--- src/rtl/mbx_pkg.sv ---
package mbx_pkg;

    localparam int WORD_W  = 64;
    localparam int FIELD_W = 16;

    // Control flag bits placed in header bits 47:32
    localparam logic [FIELD_W-1:0] CTRL_ACK_REQ = 16'h0100;
    localparam logic [FIELD_W-1:0] CTRL_RSP_REQ = 16'h0200;

    // Primary status values produced by the engine itself
    localparam logic [FIELD_W-1:0] STS_GENERIC = 16'h00FE;
    localparam logic [FIELD_W-1:0] STS_SEQ_BAD = 16'h00F1;

    // Doorbell bit positions, also the service priority order
    localparam int DB_RESET = 0;
    localparam int DB_ACK   = 1;
    localparam int DB_RSP   = 2;
    localparam int DB_PASS  = 3;
    localparam int DB_TMR   = 4;
    localparam int DB_KNOWN = 5;

    typedef enum logic [2:0] {
        SV_NONE, SV_RESET, SV_ACK, SV_RSP, SV_PASS, SV_TMR, SV_UNK
    } svc_t;

    typedef enum logic [1:0] {
        DN_OK, DN_SEQERR, DN_TIMEOUT, DN_SENDFAIL
    } done_t;

    typedef enum logic [1:0] {
        MB_IDLE, MB_SENT, MB_WRESP
    } mb_t;

    typedef struct packed {
        logic [FIELD_W-1:0] flags;
        logic [FIELD_W-1:0] seq;
        logic [FIELD_W-1:0] code;
    } cmd_hdr_t;

    function automatic logic [WORD_W-1:0] pack_hdr(input cmd_hdr_t h);
        return {{FIELD_W{1'b0}}, h.flags, h.seq, h.code};
    endfunction

endpackage

--- src/rtl/mbx_seq_gen.sv ---
module mbx_seq_gen #(
    parameter int SEQ_W = 16
) (
    input  logic             clk,
    input  logic             rst,
    input  logic             adv,
    output logic [SEQ_W-1:0] seq
);
    localparam logic [SEQ_W-1:0] SEQ_FIRST = SEQ_W'(1);
    localparam logic [SEQ_W-1:0] SEQ_TOP   = '1;

    logic [SEQ_W-1:0] seq_inc;

    always_comb begin
        seq_inc = seq + SEQ_FIRST;
        if (seq_inc == SEQ_TOP) seq_inc = SEQ_FIRST;
    end

    always_ff @(posedge clk) begin
        if (rst)      seq <= SEQ_FIRST;
        else if (adv) seq <= seq_inc;
    end
endmodule

--- src/rtl/mbx_db_arbiter.sv ---
module mbx_db_arbiter
    import mbx_pkg::*;
#(
    parameter int DB_W = 8
) (
    input  logic [DB_W-1:0] db,
    output svc_t            sel,
    output logic [DB_W-1:0] clr
);
    logic [DB_W-1:0] unk;

    generate
        for (genvar i = 0; i < DB_W; i++) begin : g_unk
            if (i >= DB_KNOWN) begin : g_hi
                assign unk[i] = db[i];
            end else begin : g_lo
                assign unk[i] = 1'b0;
            end
        end
    endgenerate

    always_comb begin
        sel = SV_NONE;
        clr = '0;
        if (db[DB_RESET]) begin
            sel = SV_RESET;
            clr = '1;
        end else if (db[DB_ACK]) begin
            sel = SV_ACK;
            clr = DB_W'(1) << DB_ACK;
        end else if (db[DB_RSP]) begin
            sel = SV_RSP;
            clr = DB_W'(1) << DB_RSP;
        end else if (db[DB_PASS]) begin
            sel = SV_PASS;
            clr = DB_W'(1) << DB_PASS;
        end else if (db[DB_TMR]) begin
            sel = SV_TMR;
            clr = DB_W'(1) << DB_TMR;
        end else if (|unk) begin
            sel = SV_UNK;
            clr = unk;
        end
    end
endmodule

--- src/rtl/mbx_timeout.sv ---
module mbx_timeout #(
    parameter int CYCLES = 1000
) (
    input  logic clk,
    input  logic rst,
    input  logic load,
    output logic expired
);
    localparam int CNT_W = $clog2(CYCLES + 1);

    logic [CNT_W-1:0] cnt;

    always_ff @(posedge clk) begin
        if (rst)                cnt <= '0;
        else if (load)          cnt <= CNT_W'(CYCLES);
        else if (cnt != '0)     cnt <= cnt - CNT_W'(1);
    end

    assign expired = (cnt == '0);
endmodule

--- src/rtl/mbx_engine.sv ---
module mbx_engine
    import mbx_pkg::*;
#(
    parameter int SEQ_W          = 16,
    parameter int DB_W           = 8,
    parameter int TIMEOUT_CYCLES = 1000,
    parameter int FAIL_LIMIT     = 4
) (
    input  logic            clk,
    input  logic            rst,
    input  logic            req_valid,
    output logic            req_ready,
    input  logic [15:0]     req_cmd,
    input  logic [15:0]     req_flags,
    input  logic [63:0]     req_w1,
    input  logic [63:0]     req_w2,
    input  logic [63:0]     req_w3,
    output logic            send_strobe,
    input  logic            send_err,
    output logic [63:0]     cmd_hdr,
    output logic [63:0]     cmd_w1,
    output logic [63:0]     cmd_w2,
    output logic [63:0]     cmd_w3,
    input  logic [DB_W-1:0] db_in,
    output logic [DB_W-1:0] db_clr,
    input  logic [63:0]     resp_hdr,
    output logic            done_valid,
    output logic [1:0]      done_code,
    output logic [15:0]     done_pri,
    output logic [15:0]     done_sec,
    output logic [15:0]     done_seq,
    output logic            pass_evt,
    output logic            tmr_evt
);
    localparam int FW = $clog2(FAIL_LIMIT + 1);

    logic [SEQ_W-1:0] seq_cur;
    logic             accept;
    logic             svc;
    svc_t             sel;
    logic             expired;
    logic             load_tmo;
    logic             tmo_hit;

    logic             held;
    mb_t              st;
    cmd_hdr_t         hdr_q;
    logic [63:0]      w1_q, w2_q, w3_q;
    logic             halt;
    logic [FW-1:0]    fails;

    mbx_seq_gen #(.SEQ_W(SEQ_W)) u_seq (
        .clk (clk),
        .rst (rst),
        .adv (accept),
        .seq (seq_cur)
    );

    mbx_db_arbiter #(.DB_W(DB_W)) u_arb (
        .db  (db_in),
        .sel (sel),
        .clr (db_clr)
    );

    mbx_timeout #(.CYCLES(TIMEOUT_CYCLES)) u_tmo (
        .clk     (clk),
        .rst     (rst),
        .load    (load_tmo),
        .expired (expired)
    );

    assign svc         = |db_in;
    assign req_ready   = !held;
    assign accept      = req_valid && req_ready;
    assign send_strobe = held && (st == MB_IDLE) && !halt && !svc;
    assign load_tmo    = send_strobe && !send_err;
    assign tmo_hit     = (st != MB_IDLE) && !svc && expired;

    assign cmd_hdr = pack_hdr(hdr_q);
    assign cmd_w1  = w1_q;
    assign cmd_w2  = w2_q;
    assign cmd_w3  = w3_q;

    always_ff @(posedge clk) begin
        if (rst) begin
            held       <= 1'b0;
            st         <= MB_IDLE;
            hdr_q      <= '0;
            w1_q       <= '0;
            w2_q       <= '0;
            w3_q       <= '0;
            halt       <= 1'b0;
            fails      <= '0;
            done_valid <= 1'b0;
            done_code  <= DN_OK;
            done_pri   <= '0;
            done_sec   <= '0;
            done_seq   <= '0;
            pass_evt   <= 1'b0;
            tmr_evt    <= 1'b0;
        end else begin
            done_valid <= 1'b0;
            pass_evt   <= 1'b0;
            tmr_evt    <= 1'b0;

            if (accept) begin
                held        <= 1'b1;
                hdr_q.code  <= req_cmd;
                hdr_q.flags <= req_flags | CTRL_ACK_REQ;
                hdr_q.seq   <= 16'(seq_cur);
                w1_q        <= req_w1;
                w2_q        <= req_w2;
                w3_q        <= req_w3;
            end

            if (svc) begin
                fails <= '0;
                halt  <= 1'b0;
                unique case (sel)
                    SV_RESET: st <= MB_IDLE;
                    SV_ACK: begin
                        if (st == MB_SENT) begin
                            if ((hdr_q.flags & CTRL_RSP_REQ) != '0) begin
                                st <= MB_WRESP;
                            end else begin
                                st         <= MB_IDLE;
                                held       <= 1'b0;
                                done_valid <= 1'b1;
                                done_code  <= DN_OK;
                                done_pri   <= '0;
                                done_sec   <= '0;
                                done_seq   <= hdr_q.seq;
                            end
                        end
                    end
                    SV_RSP: begin
                        if (st != MB_IDLE) begin
                            st         <= MB_IDLE;
                            held       <= 1'b0;
                            done_valid <= 1'b1;
                            done_seq   <= hdr_q.seq;
                            done_sec   <= resp_hdr[47:32];
                            if (resp_hdr[31:16] == hdr_q.seq) begin
                                done_code <= DN_OK;
                                done_pri  <= resp_hdr[63:48];
                            end else begin
                                done_code <= DN_SEQERR;
                                done_pri  <= STS_SEQ_BAD;
                            end
                        end
                    end
                    SV_PASS: pass_evt <= 1'b1;
                    SV_TMR:  tmr_evt  <= 1'b1;
                    default: ;
                endcase
            end else if (send_strobe) begin
                if (send_err) begin
                    held       <= 1'b0;
                    done_valid <= 1'b1;
                    done_code  <= DN_SENDFAIL;
                    done_pri   <= STS_GENERIC;
                    done_sec   <= '0;
                    done_seq   <= hdr_q.seq;
                    fails      <= fails + FW'(1);
                    if (fails == FW'(FAIL_LIMIT - 1)) halt <= 1'b1;
                end else begin
                    st    <= MB_SENT;
                    fails <= '0;
                end
            end else if (tmo_hit) begin
                st         <= MB_IDLE;
                held       <= 1'b0;
                done_valid <= 1'b1;
                done_code  <= DN_TIMEOUT;
                done_pri   <= STS_GENERIC;
                done_sec   <= '0;
                done_seq   <= hdr_q.seq;
            end
        end
    end
endmodule

--- config.mk ---
export PLATFORM = sky130hd
export DESIGN_NAME = mbx_engine
export DESIGN_NICKNAME = d
export VERILOG_FILES = /design/src/rtl/mbx_pkg.sv /design/src/rtl/mbx_seq_gen.sv /design/src/rtl/mbx_db_arbiter.sv /design/src/rtl/mbx_timeout.sv /design/src/rtl/mbx_engine.sv
export SDC_FILE = /design/constraint.sdc
export NUM_CORES = 1
export LEC_CHECK = 0
export BUFFER_PORTS_ARGS = -buffer_cell sky130_fd_sc_hd__buf_2
export CELL_PAD_IN_SITES_DETAIL_PLACEMENT = 1
export CELL_PAD_IN_SITES_GLOBAL_PLACEMENT = 1
export CORE_AREA = 8 8 237 239
export CTS_BUF_LIST = sky130_fd_sc_hd__clkbuf_16
export CTS_CLUSTER_DIAMETER = 80
export CTS_CLUSTER_SIZE = 8
export DETAILED_ROUTE_END_ITERATION = 8
export DIE_AREA = 0 0 245 247
export GPL_TIMING_DRIVEN = 0
export PLACE_DENSITY = 0.61
export SLEW_MARGIN = 15
export SYNTH_ARGS = -nofsm -noshare
export SYNTH_HDL_FRONTEND = slang
export SYNTH_SLANG_ARGS = --single-unit
--- constraint.sdc ---
create_clock -name clk -period 3.6 [get_ports clk]
set_input_delay 0.36 -clock clk [delete_from_list [all_inputs] [get_ports clk]]
set_output_delay 0.36 -clock clk [all_outputs]
set_load 0.01 [all_outputs]
---- After elaboration in Yosys (flattened, before gate mapping) ----
Cells that the tools add are included.
cells by class
  bitwise gates (word level) .............. 1
  reductions and logical operators ........ 25
  add/sub/neg operators ................... 3
  muxes and demuxes ....................... 75
  eq/ne operators ......................... 16
operators with widths
  kind                                                 number
  two-way mux 16 bit                                   21
  case mux 16 bit (2 select lines)                     3
  two-way mux 8 bit                                    6
  two-way mux 2 bit                                    14
  two-way mux 3 bit                                    7
  two-way mux 10 bit                                   2
  two-way mux 1 bit                                    18
  adder 16 x 1 -> 16 bit, second input constant        1
  equality test 16 bit                                 1
  equality test 16 bit, second input constant          1
  zero test 10 bit                                     1
  nonzero test 10 bit                                  1
  subtractor 10 x 1 -> 10 bit, second input constant   1
  equality test 3 x 2 -> 1 bit, second input constant  3
  != test 3 bit, second input constant                 3
  OR reduction 9 bit                                   1
  OR reduction 8 bit                                   1
  logical AND 1 bit                                    7
  equality test 3 bit, second input constant           2
  != test 3 x 1 -> 1 bit, second input constant        2
  case mux 2 bit (3 select lines)                      1
  AND reduction 6 bit                                  1
  AND reduction 5 bit                                  1
  zero test 1 bit                                      4
  14 further kinds                                     17
word-level totals
  input bits .............................. 300
  flip-flop bits (word level) ............. 326
  logic and storage cells ................. 140

---- Logic depth before layout (Yosys ltp) ----
  depth in word-level cells ............... 10
  gate-level depth with buffers ........... 11
  gate-level depth less buffers ........... 9

---- By module ----
A second synthesis with hierarchy kept.
unflattened totals
  cell total of the unflattened synthesis .. 1562
  area, all modules ....................... 12557.0 um2
by module, submodules not included
  module          cells an instance  area an instance (um2)  seq. area each (um2)  instances
  mbx_engine      1340               10752.8                 6005.8                1
  mbx_seq_gen     138                1109.8                  320.3                 1
  mbx_timeout     64                 550.5                   200.2                 1
  mbx_db_arbiter  20                 143.9                   0.0                   1

---- Worst setup path before layout ----
Ideal clock, no wire load.
  path type ............................... reg2reg
  from .................................... reg u_seq.seq[0]
  to ...................................... reg u_seq.seq[10]
  data arrival time ....................... 2025 ps
  path buffers ............................ 1
  cell stages (with the launch flop) ...... 10
  clock period less this slack ............ 2157 ps
  slack ................................... 1443 ps
  cell sequence ........................... dfxtp_1 ha_1 and4_1 nand3_1 xor2_1 nor4_1 o2111ai_1 buf_2 a21oi_1 nor3_1
between the ends
  longest elaborated chain between the ends .. 3
ends and longest elaborated chain
  item                        line               RTL
  from (decl)                 mbx_seq_gen.sv:7   output logic [SEQ_W-1:0] seq
  from (signal assigned)      mbx_seq_gen.sv:21  else if (adv) seq <= seq_inc;
  adder 16 x 1 -> 16 bit (*)  mbx_seq_gen.sv:15  seq_inc = seq + SEQ_FIRST;
  equality test 16 bit        mbx_seq_gen.sv:16  if (seq_inc == SEQ_TOP) seq_inc = SEQ_FIRST;
  two-way mux 16 bit (*)      mbx_seq_gen.sv:16
Every way passes the cells marked *; elsewhere a longest branch is shown, timed or not.
A chain may end at the register's enable or synchronous reset.

---- Worst setup path in the final report ----
Ends and elaborated chain as after synthesis.

==> impl_metrics.env <==
export IMPL_status="complete, no violations"
export IMPL_seqCellArea_um2=6526
export IMPL_cts_max_level=2
export IMPL_drive_gt1_share_pct=29.76
export IMPL_finalHoldViolCount=0
export IMPL_die_h_um=247
export IMPL_synth_avg_cell_area_um2=7.781
export IMPL_critPathLaunch="u_seq.seq[0]$_SDFFE_PP1P_"
export IMPL_cts_root_buf="clkbuf_16"
export IMPL_syn_area_um2=12320
export IMPL_synth_main_ff_cell="dfxtp_1"
export IMPL_clk_latency_ps=570
export IMPL_postCtsHoldBufs=43
export IMPL_async_flop_share_pct=0
export IMPL_fin_nets=2578
export IMPL_grt_usage_pct=17.88
export IMPL_tightest_slew_ps=875.1
export IMPL_cts_buffers=47
export IMPL_reg2reg_from="u_seq.seq[0]$_SDFFE_PP1P_"
export IMPL_antenna_left=0
export IMPL_start_util_pct=23.58
export IMPL_viasPerCell=4.540
export IMPL_path_buf_inv=1
export IMPL_synth_warnings=0
export IMPL_rsz0062_at_grt="false"
export IMPL_ys_seq_area_share_pct=52.99
export IMPL_fill_cells=6563
export IMPL_synthToLayoutAreaGrowth_pct=45.10
export IMPL_fin_ws_ps=728.6
export IMPL_critPathKind="flop to flop"
export IMPL_dpl_worst_slack_ps=725.6
export IMPL_num_rows=84
export IMPL_p_leak_nw=7.995
export IMPL_die_x_um=245
export IMPL_dieArea_um2=60520
export IMPL_grt_pass1_vias=14270
export IMPL_post_cts_buffers=0
export IMPL_synth_distinct_cells=47
export IMPL_maxCapViolations=0
export IMPL_end_kind="flop"
export IMPL_grt_max_degree=13
export IMPL_synth_edff_count=0
export IMPL_netlist_instances=1583
export IMPL_clock_sinks=326
export IMPL_crit_fanout=10
export IMPL_overflow=0
export IMPL_hp_class="primary input to flop"
export IMPL_final_cell_mix="buf_2 (599), nand2_1 (565), dfxtp_1 (326)"
export IMPL_cp_top_family="simple AND/OR/NAND/NOR gates"
export IMPL_synth_top_cell_by_area="dfxtp_1"
export IMPL_finalSetupTns_ps=0
export IMPL_synth_top_area_share_pct=52.99
export IMPL_start_kind="flop"
export IMPL_num_vias=13510
export IMPL_drv_slew=0
export IMPL_slew_limit_headroom_pct=41.66
export IMPL_cts_tree="done"
export IMPL_antenna_found_initial=15
export IMPL_final_core_util_pct=34.21
export IMPL_final_common_cell="buf_2"
export IMPL_place_gp_congestion=0.8194
export IMPL_clk_pin_slew_ps=50
export IMPL_finalPower_mw=9.225
export IMPL_io_pins=619
export IMPL_final_area_um2=17870
export IMPL_place_area_um2=16150
export IMPL_fin_skew_ps=24.37
export IMPL_first_iter_violations=356
export IMPL_post_cts_resized=0
export IMPL_setup_viol=0
export IMPL_cpPeakStageDelay_ps=550
export IMPL_critical_path_cell_chain="ha_1 > and4_1 > nand3_1 > xor2_1 > nor4_1 > o2111ai_1 > buf_2 > a21oi_1 > nor3_1"
export IMPL_drc_errors=0
export IMPL_fin_crit_ps=2871
export IMPL_core_um2=52240
export IMPL_hpwl_mm=45.65
export IMPL_required_ps=4030
export IMPL_port_buffers=583
export IMPL_clockBufferDepth=3
export IMPL_grt_pass1_wl_mm=84.93
export IMPL_hold_start="req_flags[13]"
export IMPL_crit_arrival_ps=3300
export IMPL_power_density_nw_per_um2=516.2
export IMPL_cpMaxStageDelayCell="dfxtp_1"
export IMPL_fmax_mhz=348.3
export IMPL_synth_area_top_cells="dfxtp_1 (53%), nand2_1 (17%), a21oi_1 (13%)"
export IMPL_dr_pass1_iters=4
export IMPL_wl_per_cell_um=19.35
export IMPL_multi_input_area_um2=5209
export IMPL_period_share_pct=79.76
export IMPL_synth_seq_cells=326
export IMPL_wirelength_mm=57.59
export IMPL_peakVddDrop_mv=0.3304
==> worst min-delay path, delay by kind of cell <==
family	cells	cell delay, ps
AO/OA/AOI/OAI	1	50
AND/OR/NAND/NOR	1	50
buffers and inverters	1	90
==> power by group <==
group | switching (mW) | leakage (nW) | internal, mW
Combinational | 0.792 | 4.71 | 0.516
Clock | 1.60 | 0.622 | 2.38
Sequential | 0.124 | 2.67 | 3.82
Total | 2.51 | 7.99 | 6.71
==> logic make-up (layout without fill, tap and decap cells) <==
kind of cell | after synthesis | after routing | share of synthesized area, %
compound gates | 360 | 360 | 15.50
xor+xnor | 25 | 25 | 1.778
fa+ha+maj | 5 | 5 | 0.5079
buf+inv | 146 | 826 | 5.181
flops | 326 | 326 | 52.99
other cells | 1 | 26 | 0.03045
simple gates | 720 | 720 | 24.01
==> per-stage QoR <==
step	hold slack, ps	instances
3_3_place_gp	438.0	2869
4_1_cts	0.1517	2966
3_5_place_dp	443.5	2869
5_1_grt	7.904	2973
2_1_floorplan	441.2	1598
6_report	40.11	2976
==> metal layers <==
layer | wire, µm | vias to the layer above | part of all wire (%) | global-route usage [%]
li1 | - | 6576 | - | -
met1 | 22200 | 6359 | 39 | 19.33
met2 | 28750 | 449 | 50 | 31.96
met3 | 4689 | 117 | 8.1 | 6.377
met4 | 1889 | 10 | 3.3 | 6.432
met5 | 58 | - | 0.10 | 0
==> state kept, by name, indices dropped and copies added (netlist names) <==
name and cells:
done_valid 1, st 2, done_code 2, held 1
cmd_hdr 48, done_seq 16, fails 3, done_pri 16
pass_evt 1, u_seq.seq 16, halt 1, tmr_evt 1
done_sec 16, u_tmo.cnt 10, cmd_w2 64, cmd_w3 64
cmd_w1 64
==> worst paths after layout <==
path	endpoint	slack, ps	cells past startpoint
worst min register to register	cmd_w2[1]$_SDFFE_PP0P_	450	2
worst max-delay path	u_seq.seq[10]$_SDFFE_PP0P_	730	9
worst min-delay path	cmd_hdr[45]$_SDFFE_PP0P_	40	3
worst max register to register	u_seq.seq[10]$_SDFFE_PP0P_	730	9
==> synth_stat cells (2+ instances only) <==
library cell,count
a211oi_1,9
a21o_1,5
a21oi_1,308
a31oi_1,9
and2_1,2
and3_1,2
and4_1,2
buf_1,3
buf_2,16
buf_4,18
clkbuf_1,98
clkbuf_2,2
dfxtp_1,326
ha_1,5
inv_1,9
nand2_1,565
nand2b_1,2
nand3_1,47
nand3b_1,3
nand4_1,4
nor2_1,34
nor2b_1,5
nor3_1,30
nor3_4,2
nor3b_1,3
nor4_1,8
o211ai_1,3
o21ai_0,13
o21bai_1,2
o22ai_1,2
or3_1,5
or4_1,2
or4_4,2
xnor2_1,5
xor2_1,20
==> layout make-up <==
type	instances	area share, %
multi-input combinational	1126	29.14
antenna	10	0.1400
timing repair buffer	626	18.73
sequential	326	36.52
buffer	137	3.381
clock inverter	5	0.2170
inverter	9	0.1890
clock buffer	49	6.861
tap	688	4.817
Note: power is estimated with default switching activity, not from simulation.
